### src/rtl/irq_entry_seq.sv
module irq_entry_seq #(
  parameter int PC_W      = 16,
  parameter int DW        = 8,
  parameter int STK_DEPTH = 31,
  parameter int RST_VEC   = 'h0000,
  parameter int HI_VEC    = 'h0008,
  parameter int LO_VEC    = 'h0018
) (
  input  logic            clk,
  input  logic            rst_n,
  input  logic            irq_hi,
  input  logic            irq_lo,
  input  logic            en_wr,
  input  logic [1:0]      en_wdata,
  input  logic            retfie,
  input  logic            ret_fast,
  input  logic [PC_W-1:0] pc_cur,
  input  logic [DW-1:0]   w_in,
  input  logic [DW-1:0]   status_in,
  input  logic [DW-1:0]   bank_in,
  output logic            pc_load,
  output logic [PC_W-1:0] pc_next,
  output logic            en_hi,
  output logic            en_lo,
  output logic            restore,
  output logic [DW-1:0]   w_sh,
  output logic [DW-1:0]   status_sh,
  output logic [DW-1:0]   bank_sh,
  output logic            stk_ovf
);
  localparam int PTR_W = $clog2(STK_DEPTH + 1);

  logic [PC_W-1:0]  stk [STK_DEPTH];
  logic [PTR_W-1:0] ptr;

  wire take_hi = irq_hi & en_hi & ~retfie;
  wire take_lo = irq_lo & en_lo & ~retfie & ~take_hi;
  wire take    = take_hi | take_lo;
  wire full    = (ptr == PTR_W'(STK_DEPTH));
  wire empty   = (ptr == '0);
  wire [PC_W-1:0] tos = empty ? PC_W'(RST_VEC) : stk[ptr - 1'b1];

  always_ff @(posedge clk) begin
    if (take && !full) stk[ptr] <= pc_cur;
  end

  always_ff @(posedge clk) begin
    if (!rst_n) begin
      ptr       <= '0;
      en_hi     <= 1'b0;
      en_lo     <= 1'b0;
      pc_load   <= 1'b1;
      pc_next   <= PC_W'(RST_VEC);
      restore   <= 1'b0;
      w_sh      <= '0;
      status_sh <= '0;
      bank_sh   <= '0;
      stk_ovf   <= 1'b0;
    end else begin
      pc_load <= 1'b0;
      restore <= 1'b0;
      if (retfie) begin
        pc_load <= 1'b1;
        pc_next <= tos;
        restore <= ret_fast;
        if (!empty) ptr <= ptr - 1'b1;
        if (!en_hi) en_hi <= 1'b1;
        else        en_lo <= 1'b1;
      end else if (take) begin
        pc_load   <= 1'b1;
        pc_next   <= take_hi ? PC_W'(HI_VEC) : PC_W'(LO_VEC);
        en_lo     <= 1'b0;
        if (take_hi) en_hi <= 1'b0;
        w_sh      <= w_in;
        status_sh <= status_in;
        bank_sh   <= bank_in;
        if (full) stk_ovf <= 1'b1;
        else      ptr     <= ptr + 1'b1;
      end else if (en_wr) begin
        en_hi <= en_wdata[1];
        en_lo <= en_wdata[0];
      end
    end
  end

  AST_HI_ENTRY: assert property (@(posedge clk) disable iff (!rst_n)
    (irq_hi && en_hi && !retfie) |=> (pc_load && pc_next == PC_W'(HI_VEC) && !en_hi && !en_lo));
  AST_LO_KEEPS_HI: assert property (@(posedge clk) disable iff (!rst_n)
    (irq_lo && en_lo && !(irq_hi && en_hi) && !retfie) |=> (pc_next == PC_W'(LO_VEC) && !en_lo && en_hi == $past(en_hi)));
  AST_RET_REENABLE: assert property (@(posedge clk) disable iff (!rst_n)
    (retfie && !en_hi) |=> (en_hi && pc_load));
  AST_RESTORE_CAUSE: assert property (@(posedge clk) disable iff (!rst_n)
    restore |-> $past(retfie && ret_fast));
  AST_OVF_STICKY: assert property (@(posedge clk) disable iff (!rst_n)
    stk_ovf |=> stk_ovf);
endmodule

### config.mk
export PLATFORM = sky130hd
export DESIGN_NAME = irq_entry_seq
export DESIGN_NICKNAME = d
export VERILOG_FILES = /design/src/rtl/irq_entry_seq.sv
export SDC_FILE = /design/constraint.sdc
export NUM_CORES = 1
export LEC_CHECK = 0
export BUFFER_PORTS_ARGS = -buffer_cell sky130_fd_sc_hd__buf_2
export CORE_MARGIN = 2
export CORE_UTILIZATION = 41
export DETAILED_ROUTE_END_ITERATION = 10
export GPL_TIMING_DRIVEN = 0
export PLACE_DENSITY = 0.63
export SLEW_MARGIN = 40
export SYNTH_ARGS = -nofsm -noshare
export SYNTH_HDL_FRONTEND = slang
export SYNTH_SLANG_ARGS = --single-unit
### constraint.sdc
create_clock -name clk -period 3.58 [get_ports clk]
set_input_delay 0.358 -clock clk [delete_from_list [all_inputs] [get_ports clk]]
set_output_delay 0.358 -clock clk [all_outputs]
set_load 0.02 [all_outputs]
==> out/results.ini, run 1 <==
[detailed_routing]
ant_nets=0
wirelength_um=48890
drt_iter0_drc=1338
wl_per_cell_um=24.53
viasPerCell=5.538
num_vias=11040
drt_pre_antenna_iters=5
drc=0

[timing]
slew_headroom=0.4572
fmax_mhz=292.3
final.setup_skew_ps=18.67
holdWs_ps=28.28
report.final.slew_viol_count=0
period_share=0.9558
rsz0062_at_grt=no
finalSetupViolations=0
worst_pin_slew_ps=812.2
period_needed_ps=3422
tns_ps=0
hold_viol_final=0

[cts]
insertion_delay_ps=570
cts_root_buf=clkbuf_16
cts_buffer_depth=3
numClockSinks=546
cts_inserted_buffers=52
htree_levels=2
cts_tree=done
clk_pin_slew_ps=60

[floorplan]
ios=94
initial_core_util=0.4170
die_h_um=230.1
core_area_um2=50270
fp.dieW_um=230.1
die_area_um2=52960
fp-row-count=82

[logic_synthesis]
synth_area_per_cell_um2=18.82
yosysSeqAreaShare=0.7582
ys_types=48
yosys.area.top_type=edfxtp_1
ys.flop_type=edfxtp_1
ys_async_sr_fraction=0
synth_edf_count=496
synth.top_cell.area_share=0.7105
synth_cells=1114
synth-seq-cells=546
synth_area_um2=20960
synthTopCellsByArea=edfxtp_1 71%, mux4_2 12%, dfxtp_1 4.8%, nand2_1 2.1%, a21oi_1 1.9%
yosysMostFrequentCell=edfxtp_1
synth_fp_nets=1169
synthTopCellsByCount=496 x edfxtp_1, 117 x nand2_1, 109 x mux4_2
synth.yosys.warnings=0

[power]
p_total_mw=18.95
ir_worst_vdd_v=0.0003926
leakage_nw=7.943
powerDensity_nw_per_um2=769.9

[global_routing]
antenna_found_initial=0
grt_pass1_vias=11220
overflow=0
grt_max_degree=32
grt_pass1_wl_um=72610
track_usage=0.1869

[worst_hold_path]
holdPathStages=3
hp-class=in2reg
hp-start=status_in[4]
hold_end=status_sh[4]

[cells_and_area]
nets=1335
seqCellArea_um2=15900
diodes=0
finish.utilization=0.4894
area_delta_synth_final_pct=17.37
multi_input_area_um2=5090
drive_gt1_frac=0.2945
fill_cells=4135
design_area_um2=24610

[placement]
place_area_um2=22800
dp_hpwl_um=31860
io_buffers=93
place.gp.congestion=0.8551

[setup_path]
rr_startpoint=ptr[0]
timing.rr.end=pc_next[13]
crit_type=reg2reg
r2r_slack_ps=160
reg2reg_depth=10
crit_required_ps=4030
worstPathArrival_ps=3880
critPathLaunchType=flip-flop
path_max_fanout=19
endpoint_kind=flip-flop

[status]
status=completed

[flow_run]
max_cap_viol_count=0

cell families after synthesis:
| group | count (synthesis) | share of synthesized area |
|---|---|---|
| buffers and inverters | 67 | 0.01570 |
| AOI/OAI and AO/OA | 161 | 0.05175 |
| and+or+nand+nor | 195 | 0.03933 |
| xor gates and xnor gates | 7 | 0.003283 |
| DFF | 546 | 0.7582 |
| muxes | 132 | 0.1281 |
| adders and majority gates | 6 | 0.003581 |
routing by layer:
layer  track usage  wire [um]  share of wire  vias to the layer above
li1              -          -              -                     4820
met1        0.2564      20200           0.41                     5729
met2        0.3073      23750           0.49                      417
met3       0.02852       3537          0.072                       71
met4       0.06250       1395          0.029                        0
met5             0          0              0                        -
cell usage in the layout (no fill, tap or decap), drive strengths merged, types with 2 or more instances in the layout:
| master | Yosys | routed |
|---|---|---|
| a211oi | 5 | 5 |
| mux4 | 109 | 109 |
| edfxtp | 496 | 496 |
| ha | 6 | 6 |
| bufinv | 0 | 3 |
| clkbuf | 27 | 98 |
| a21oi | 79 | 79 |
| clkinv | 0 | 19 |
| nor2 | 49 | 49 |
| o21ai | 3 | 3 |
| o31a | 2 | 2 |
| nand2 | 117 | 117 |
| or3 | 2 | 2 |
| nand3b | 4 | 4 |
| a22oi | 33 | 33 |
| nor2b | 3 | 3 |
| nor3 | 2 | 2 |
| a2111o | 14 | 14 |
| inv | 6 | 5 |
| nand3 | 3 | 3 |
| mux2i | 22 | 22 |
| xnor2 | 5 | 5 |
| o211ai | 16 | 16 |
| or3b | 3 | 3 |
| dfxtp | 50 | 50 |
| and3 | 3 | 3 |
| xor2 | 2 | 2 |
| nand2b | 3 | 3 |
| or4 | 2 | 2 |
| buf | 34 | 147 |
power by group:
group	leakage (nW)	switching, mW	total (mW)	internal, mW
sequential	4.87	0.0800	7.17	7.09
clock	0.813	2.26	5.31	3.06
combinational	2.26	3.87	6.46	2.60
worst max-delay path: stages, from the launching register on:
cell and delay [ps]:
dfxtp_1 430, buf_4 350, buf_6 260, clkinvlp_4 190
ha_4 380, buf_4 240, buf_4 250, mux4_2 340
a22oi_1 270, a21oi_1 220, a2111o_1 370
stage by stage:
step,instances,setup slack (ps)
floorplan,1114,465.0
global placement,1879,-1064
detailed placement,1895,-1012
CTS,1992,18.78
global route,1993,27.80
finish,1993,158.3
area by class of cell:
cell class / count / area share
inverters: 6 / 0.001068
flip-flops and latches: 546 / 0.6460
repair buffers: 114 / 0.03219
clock inverters: 22 / 0.007577
clock buffers: 73 / 0.05944
multi-input cells: 501 / 0.2069
well taps: 672 / 0.03417
plain buffers: 59 / 0.01271
what timing repair did:
action,in CTS,in global routing
endpoints found under the hold margin,1,0
buffers inserted,2,2
pin swaps,0,1
resized for setup,23,8
endpoints found under the setup margin,16,16
hold buffers,1,0
state kept, by name, summed over array words and instances (netlist names), 5 cells and up:
| signal | flops |
|---|---|
| stk | 496 |
| pc_next | 16 |
| bank_sh | 8 |
| status_sh | 8 |
| w_sh | 8 |
| ptr | 5 |
how the worst max path moves through the flow:
stage | start | end | slack [ps] | depth (start not counted)
2_1_floorplan | ptr[0] | pc_next[10] | 460 | 12
3_3_place_gp | ptr[0] | pc_next[10] | -1060 | 12
3_5_place_dp | ptr[0] | pc_next[2] | -1010 | 12
4_1_cts | ptr[0] | pc_next[2] | 20 | 12
5_1_grt | ptr[0] | pc_next[13] | 30 | 10
6_report | ptr[0] | pc_next[13] | 160 | 10
No activity file was read; power rests on OpenSTA's default activity.
==> run 2: changes to the inputs <==
--- a/config.mk
+++ b/config.mk
@@ -11,6 +11,7 @@
 export DETAILED_ROUTE_END_ITERATION = 10
 export GPL_TIMING_DRIVEN = 0
 export PLACE_DENSITY = 0.63
+export REMOVE_ABC_BUFFERS = 1
 export SLEW_MARGIN = 40
 export SYNTH_ARGS = -nofsm -noshare
 export SYNTH_HDL_FRONTEND = slang
==> run 2 against run 1 <==
Compared with the run above:
- design area is 2.5% higher
- non-clock buffer count shrank 2
- clock power up 6.4%
- cell count is 0.30% higher
- largest power group unchanged
==> out/results.ini, run 2 (synthesis gave the netlist of run 1 again) <==
[setup_path]
slowest_delay_ps=550  ; +120 ps
crit_chain=buf_16, buf_12, ha_1, and3_1, ha_1, nor2_1, nand2_1, nor2_4, buf_8
cp_slowest_cell=nor2_4
critPathLaunchType=flip-flop
path_max_fanout=24  ; +5
crit_required_ps=3880  ; -150 ps
crit_top_cell=ha_1
endpoint_kind=flip-flop
crit_type=reg2reg
worstPathArrival_ps=3720  ; -160 ps

[cts]
cts_inserted_buffers=55  ; +5.8%
numClockSinks=546  ; unchanged
insertion_delay_ps=610  ; +40 ps
cts_setup_buffers=0  ; -2
cts_root_buf=clkbuf_16
htree_levels=2  ; unchanged
clk_pin_slew_ps=60  ; about the same
cts_buffer_depth=3  ; unchanged
cts_tree=done

[placement]
place_area_um2=23210  ; +1.8%
place.gp.congestion=0.7827  ; -8.5%
io_buffers=93  ; unchanged
dp_hpwl_um=30770  ; -3.4%

[cells_and_area]
multi_input_area_um2=5069  ; -0.42%
largestRegisters=stk x496, pc_next x16
final_common_cell=edfxtp_1
area_delta_synth_final_pct=20.31
nets=1336  ; +0.075%
most-common-layout-cells=496 x edfxtp_1, 115 x nand2_1, 109 x mux4_2
largest_register_ffs=496  ; unchanged
seqCellArea_um2=15900  ; about the same
regMostFlops=stk
design_area_um2=25220  ; +2.5%
fill_cells=4020  ; -2.8%
drive_gt1_frac=0.2962  ; +0.001683
diodes=0  ; unchanged

[global_routing]
overflow=0  ; unchanged
grt_pass1_vias=11090  ; -1.1%
grt_pass1_wl_um=71130  ; -2.0%
track_usage=0.1817  ; -0.005200
antenna_found_initial=0  ; unchanged
grt_max_degree=36  ; +13%

[floorplan]
die_area_um2=52960  ; unchanged
ios=94  ; unchanged
core_area_um2=50270  ; unchanged
fp-row-count=82  ; unchanged
initial_core_util=0.4170  ; unchanged
fp.dieW_um=230.1  ; unchanged
die_h_um=230.1  ; unchanged

[timing]
period_needed_ps=3414  ; -8.108 ps
finalSetupViolations=0  ; unchanged
slew_headroom=0.4585  ; +0.001236
hold_viol_final=0  ; unchanged
report.final.slew_viol_count=0  ; unchanged
final.setup_skew_ps=27.35  ; +8.679 ps
worst_pin_slew_ps=810.3  ; -1.849 ps
holdWs_ps=33.65  ; +5.368 ps
fmax_mhz=292.9  ; +0.24%
period_share=0.9535  ; -0.002265
rsz0062_at_grt=yes

[power]
leakage_nw=8.171  ; +2.9%
powerDensity_nw_per_um2=756.5  ; -1.7%
ir_worst_vdd_v=0.0004785  ; +22%

[worst_hold_path]
hp-class=in2reg

[flow_run]
max_cap_viol_count=0  ; unchanged

[detailed_routing]
ant_nets=0  ; unchanged
wl_per_cell_um=23.80  ; -3.0%
drc=0  ; unchanged
viasPerCell=5.486  ; -0.93%
num_vias=10970  ; -0.63%
wirelength_um=47570  ; -2.7%
drt_iter0_drc=923  ; -31%
drt_pre_antenna_iters=5  ; unchanged

[status]
status=completed

run 2: final timing paths:
check                                start    endpoint  slack [ps]  depth (start not counted)
worst max-delay path                ptr[0]  stk[5][11]         170                          9
worst min-delay path            bank_in[2]  bank_sh[2]          30                          3
worst max register to register      ptr[0]  stk[5][11]         170                          9
worst min register to register  bank_sh[5]  bank_sh[5]         450                          2
run 2: per-stage QoR:
stage | util | instances | setup slack [ps] | power (mW) | setup TNS [ps]
6_report | 0.5017 | 1999 | 166.4 | 19.08 | 0
5_1_grt | 0.5017 | 1999 | -11.29 | 19.91 | -75.27
4_1_cts | 0.5015 | 1999 | 179.7 | 19.24 | 0
3_5_place_dp | 0.4616 | 1874 | 199.8 | 13.56 | 0
3_3_place_gp | 0.4369 | 1818 | -12170 | 11.29 | -3872620
2_1_floorplan | - | 1053 | -6027 | 10.95 | -1937470
run 2: layer usage:
layer  track usage  vias up  wire length, um
li1              -     4824                -
met1        0.2529     5712            20760
met2        0.2993      366            23120
met3       0.03038       65             2723
met4       0.04637        0              964
met5             0        -                0
run 2: layout make-up:
class / count / share of cell area
sequential: 546 / 0.6305
timing repair buffer: 171 / 0.06355
multi-input combinational: 501 / 0.2010
clock inverter: 37 / 0.01419
tap: 672 / 0.03334
inverter: 6 / 0.0008929
clock buffer: 66 / 0.05660
run 2: power by group:
| part | leakage, nW | switching, mW | internal [mW] |
|---|---|---|---|
| sequential | 4.87 | 0.186 | 7.09 |
| clock | 0.866 | 2.37 | 3.29 |
| combinational | 2.44 | 3.38 | 2.77 |
| total | 8.17 | 5.93 | 13.1 |
run 2: what timing repair did:
action	in CTS	in global routing
gates resized for setup	0	0
hold endpoints to repair	22	0
hold buffers	22	0
endpoints found under the setup margin	0	17
run 2: critical path, delay by kind of cell, from the launching register on:
family,cells,cell delay [ps]
buffers and inverters,3,620
DFF,1,450
and+or+nand+nor,4,1560
adders and majority gates,2,460
==> run 3: changes to the inputs <==
--- a/config.mk
+++ b/config.mk
@@ -6,6 +6,7 @@
 export NUM_CORES = 1
 export LEC_CHECK = 0
 export BUFFER_PORTS_ARGS = -buffer_cell sky130_fd_sc_hd__buf_2
+export CAP_MARGIN = 10
 export CORE_MARGIN = 2
 export CORE_UTILIZATION = 41
 export DETAILED_ROUTE_END_ITERATION = 10
==> constraint.sdc (replaced) <==
create_clock -name clk -period 4 [get_ports clk]
set_input_delay 0.4 -clock clk [delete_from_list [all_inputs] [get_ports clk]]
set_output_delay 0.4 -clock clk [all_outputs]
set_load 0.02 [all_outputs]
==> run 3 against run 2 <==
Compared with the run above:
- die area did not move
- maximum frequency rose by 0.24%
- clock-buffer cell count did not move
- largest power group unchanged
- design area fell by 0.87%
- worst hold slack improved by 15 ps
- setup slack improved by 430 ps
- power fell by 11%
==> out/results.ini, run 3 (synthesis gave the netlist of run 1 again) <==
[status]
status=completed

[timing]
final.setup_skew_ps=25.31  ; -2.037 ps
finalSetupViolations=0  ; unchanged
period_share=0.8514  ; -0.1022
rsz0062_at_grt=no
hold_viol_final=0  ; unchanged
period_needed_ps=3405  ; -8.187 ps
slew_headroom=0.4582  ; about the same
fmax_mhz=293.7  ; +0.24%
holdWs_ps=49.03  ; +15.38 ps
report.final.slew_viol_count=0  ; unchanged
worst_pin_slew_ps=810.7  ; +0.4001 ps

[cells_and_area]
diodes=0  ; unchanged
largestRegisters=stk x496, pc_next x16
regMostFlops=stk
seqCellArea_um2=15900  ; unchanged
area_delta_synth_final_pct=19.26
multi_input_area_um2=5069  ; unchanged
most-common-layout-cells=496 x edfxtp_1, 115 x nand2_1, 109 x mux4_2
nets=1314  ; -1.6%
fill_cells=4048  ; +0.70%
final_common_cell=edfxtp_1
largest_register_ffs=496  ; unchanged
drive_gt1_frac=0.3011  ; +0.004993
finish.utilization=0.4973  ; -0.004380
finalNonFillerCells=1977  ; -1.1%

[detailed_routing]
ant_nets=0  ; unchanged
num_vias=10920  ; -0.46%
wirelength_um=47320  ; -0.54%
drt_pre_antenna_iters=5  ; unchanged
wl_met2_um=22980  ; -0.63%
wl_met1_um=20710  ; -0.26%
wl_per_cell_um=23.93  ; +0.57%
drt_iter0_drc=960  ; +4.0%
viasPerCell=5.522  ; +0.65%
dr_wl_met3_um=2712  ; -0.40%
drc=0  ; unchanged
top_layer=met4

[setup_path]
endpoint_kind=flip-flop
slowest_delay_ps=550  ; about the same
critPathLaunchType=flip-flop
path_buf_inv=3  ; unchanged
critical_path_depth=9  ; unchanged
worstPathArrival_ps=3710  ; about the same
crit_family=simple AND/OR/NAND/NOR gates
cp_slowest_cell=nor2_4
path_max_fanout=24  ; unchanged
crit_required_ps=4300  ; +420 ps
crit_top_cell=ha_1
r2r_slack_ps=590  ; +430 ps
reg2reg_depth=9  ; unchanged
crit_chain=buf_16, buf_12, ha_1, and3_1, ha_1, nor2_1, nand2_1, nor2_4, buf_8
timing.rr.end=stk[5][11]
rr_startpoint=ptr[0]
crit_type=reg2reg

[cts]
cts_buffer_depth=3  ; unchanged
htree_levels=2  ; unchanged
clk_pin_slew_ps=60  ; about the same
cts_setup_buffers=0  ; unchanged
cts_resized=0  ; unchanged
numClockSinks=546  ; unchanged
cts_hold_buffers=0  ; -100%
cts_inserted_buffers=55  ; unchanged
cts_root_buf=clkbuf_16
insertion_delay_ps=610  ; about the same
cts_tree=done

[floorplan]
core_area_um2=50270  ; unchanged
ios=94  ; unchanged
initial_core_util=0.4170  ; unchanged
fp.dieW_um=230.1  ; unchanged
fp-row-count=82  ; unchanged
die_area_um2=52960  ; unchanged
die_h_um=230.1  ; unchanged

[global_routing]
track_usage=0.1808  ; -0.0008756
overflow=0  ; unchanged
grt_max_degree=36  ; unchanged
grt_pass1_wl_um=70760  ; -0.52%
grt_pass1_vias=11000  ; -0.80%
antenna_found_initial=0  ; unchanged

[placement]
dp.cells=1874  ; unchanged
io_buffers=93  ; unchanged
place.gp.congestion=0.7827  ; unchanged
dp_hpwl_um=30770  ; unchanged

[power]
leakage_nw=8.079  ; -1.1%
p_total_mw=17.06  ; -11%
ir_worst_vdd_v=0.0004267  ; -11%
powerDensity_nw_per_um2=682.2  ; -9.8%

[worst_hold_path]
hp-start=w_in[3]
hp-class=in2reg
holdPathStages=3  ; unchanged
hold_end=w_sh[3]

[flow_run]
max_cap_viol_count=0  ; unchanged

[run 3: per-layer routing]
layer,track usage,up-vias
li1,-,4786
met1,0.2523,5692
met2,0.2967,372
met3,0.03063,67
met4,0.04637,0
met5,0,-
[run 3: how the worst max path moves through the flow]
stage,from,to
3_5_place_dp,ptr[0],stk[4][13]
2_1_floorplan,ptr[0],pc_next[4]
5_1_grt,ptr[0],stk[22][7]
4_1_cts,ptr[0],stk[5][2]
6_report,ptr[0],stk[5][11]
3_3_place_gp,ptr[0],pc_next[2]
[run 3: layout make-up]
| class | count | share of cell area |
|---|---|---|
| Clock inverter | 37 | 0.01431 |
| Multi-Input combinational cell | 501 | 0.2027 |
| Inverter | 6 | 0.0009008 |
| Timing Repair Buffer | 149 | 0.05530 |
| Tap cell | 672 | 0.03363 |
| Sequential cell | 546 | 0.6360 |
| Clock buffer | 66 | 0.05710 |
[run 3: per-stage QoR]
step	cell area, um^2	TNS (ps)	setup WS [ps]
CTS	24990	0	599.7
floorplan	20660	-1719910	-5607
global placement	21960	-3655060	-11750
detailed placement	23210	0	619.8
finish	25000	0	594.6
global route	25000	0	408.7
[run 3: worst reg2reg max path, cell delays in order (launching register included)]
cell and delay [ps]:
dfxtp_4 460, buf_16 220, buf_12 200, ha_1 260, and3_1 190, ha_1 210, nor2_1 270, nand2_1 540
nor2_4 550, buf_8 220
[run 3: power breakdown]
part	internal, mW	leakage [nW]	switching (mW)	total, mW
logic	2.46	2.34	3.01	5.48
registers	6.35	4.87	0.168	6.52
clock network	2.94	0.866	2.12	5.06
total	11.8	8.08	5.30	17.1
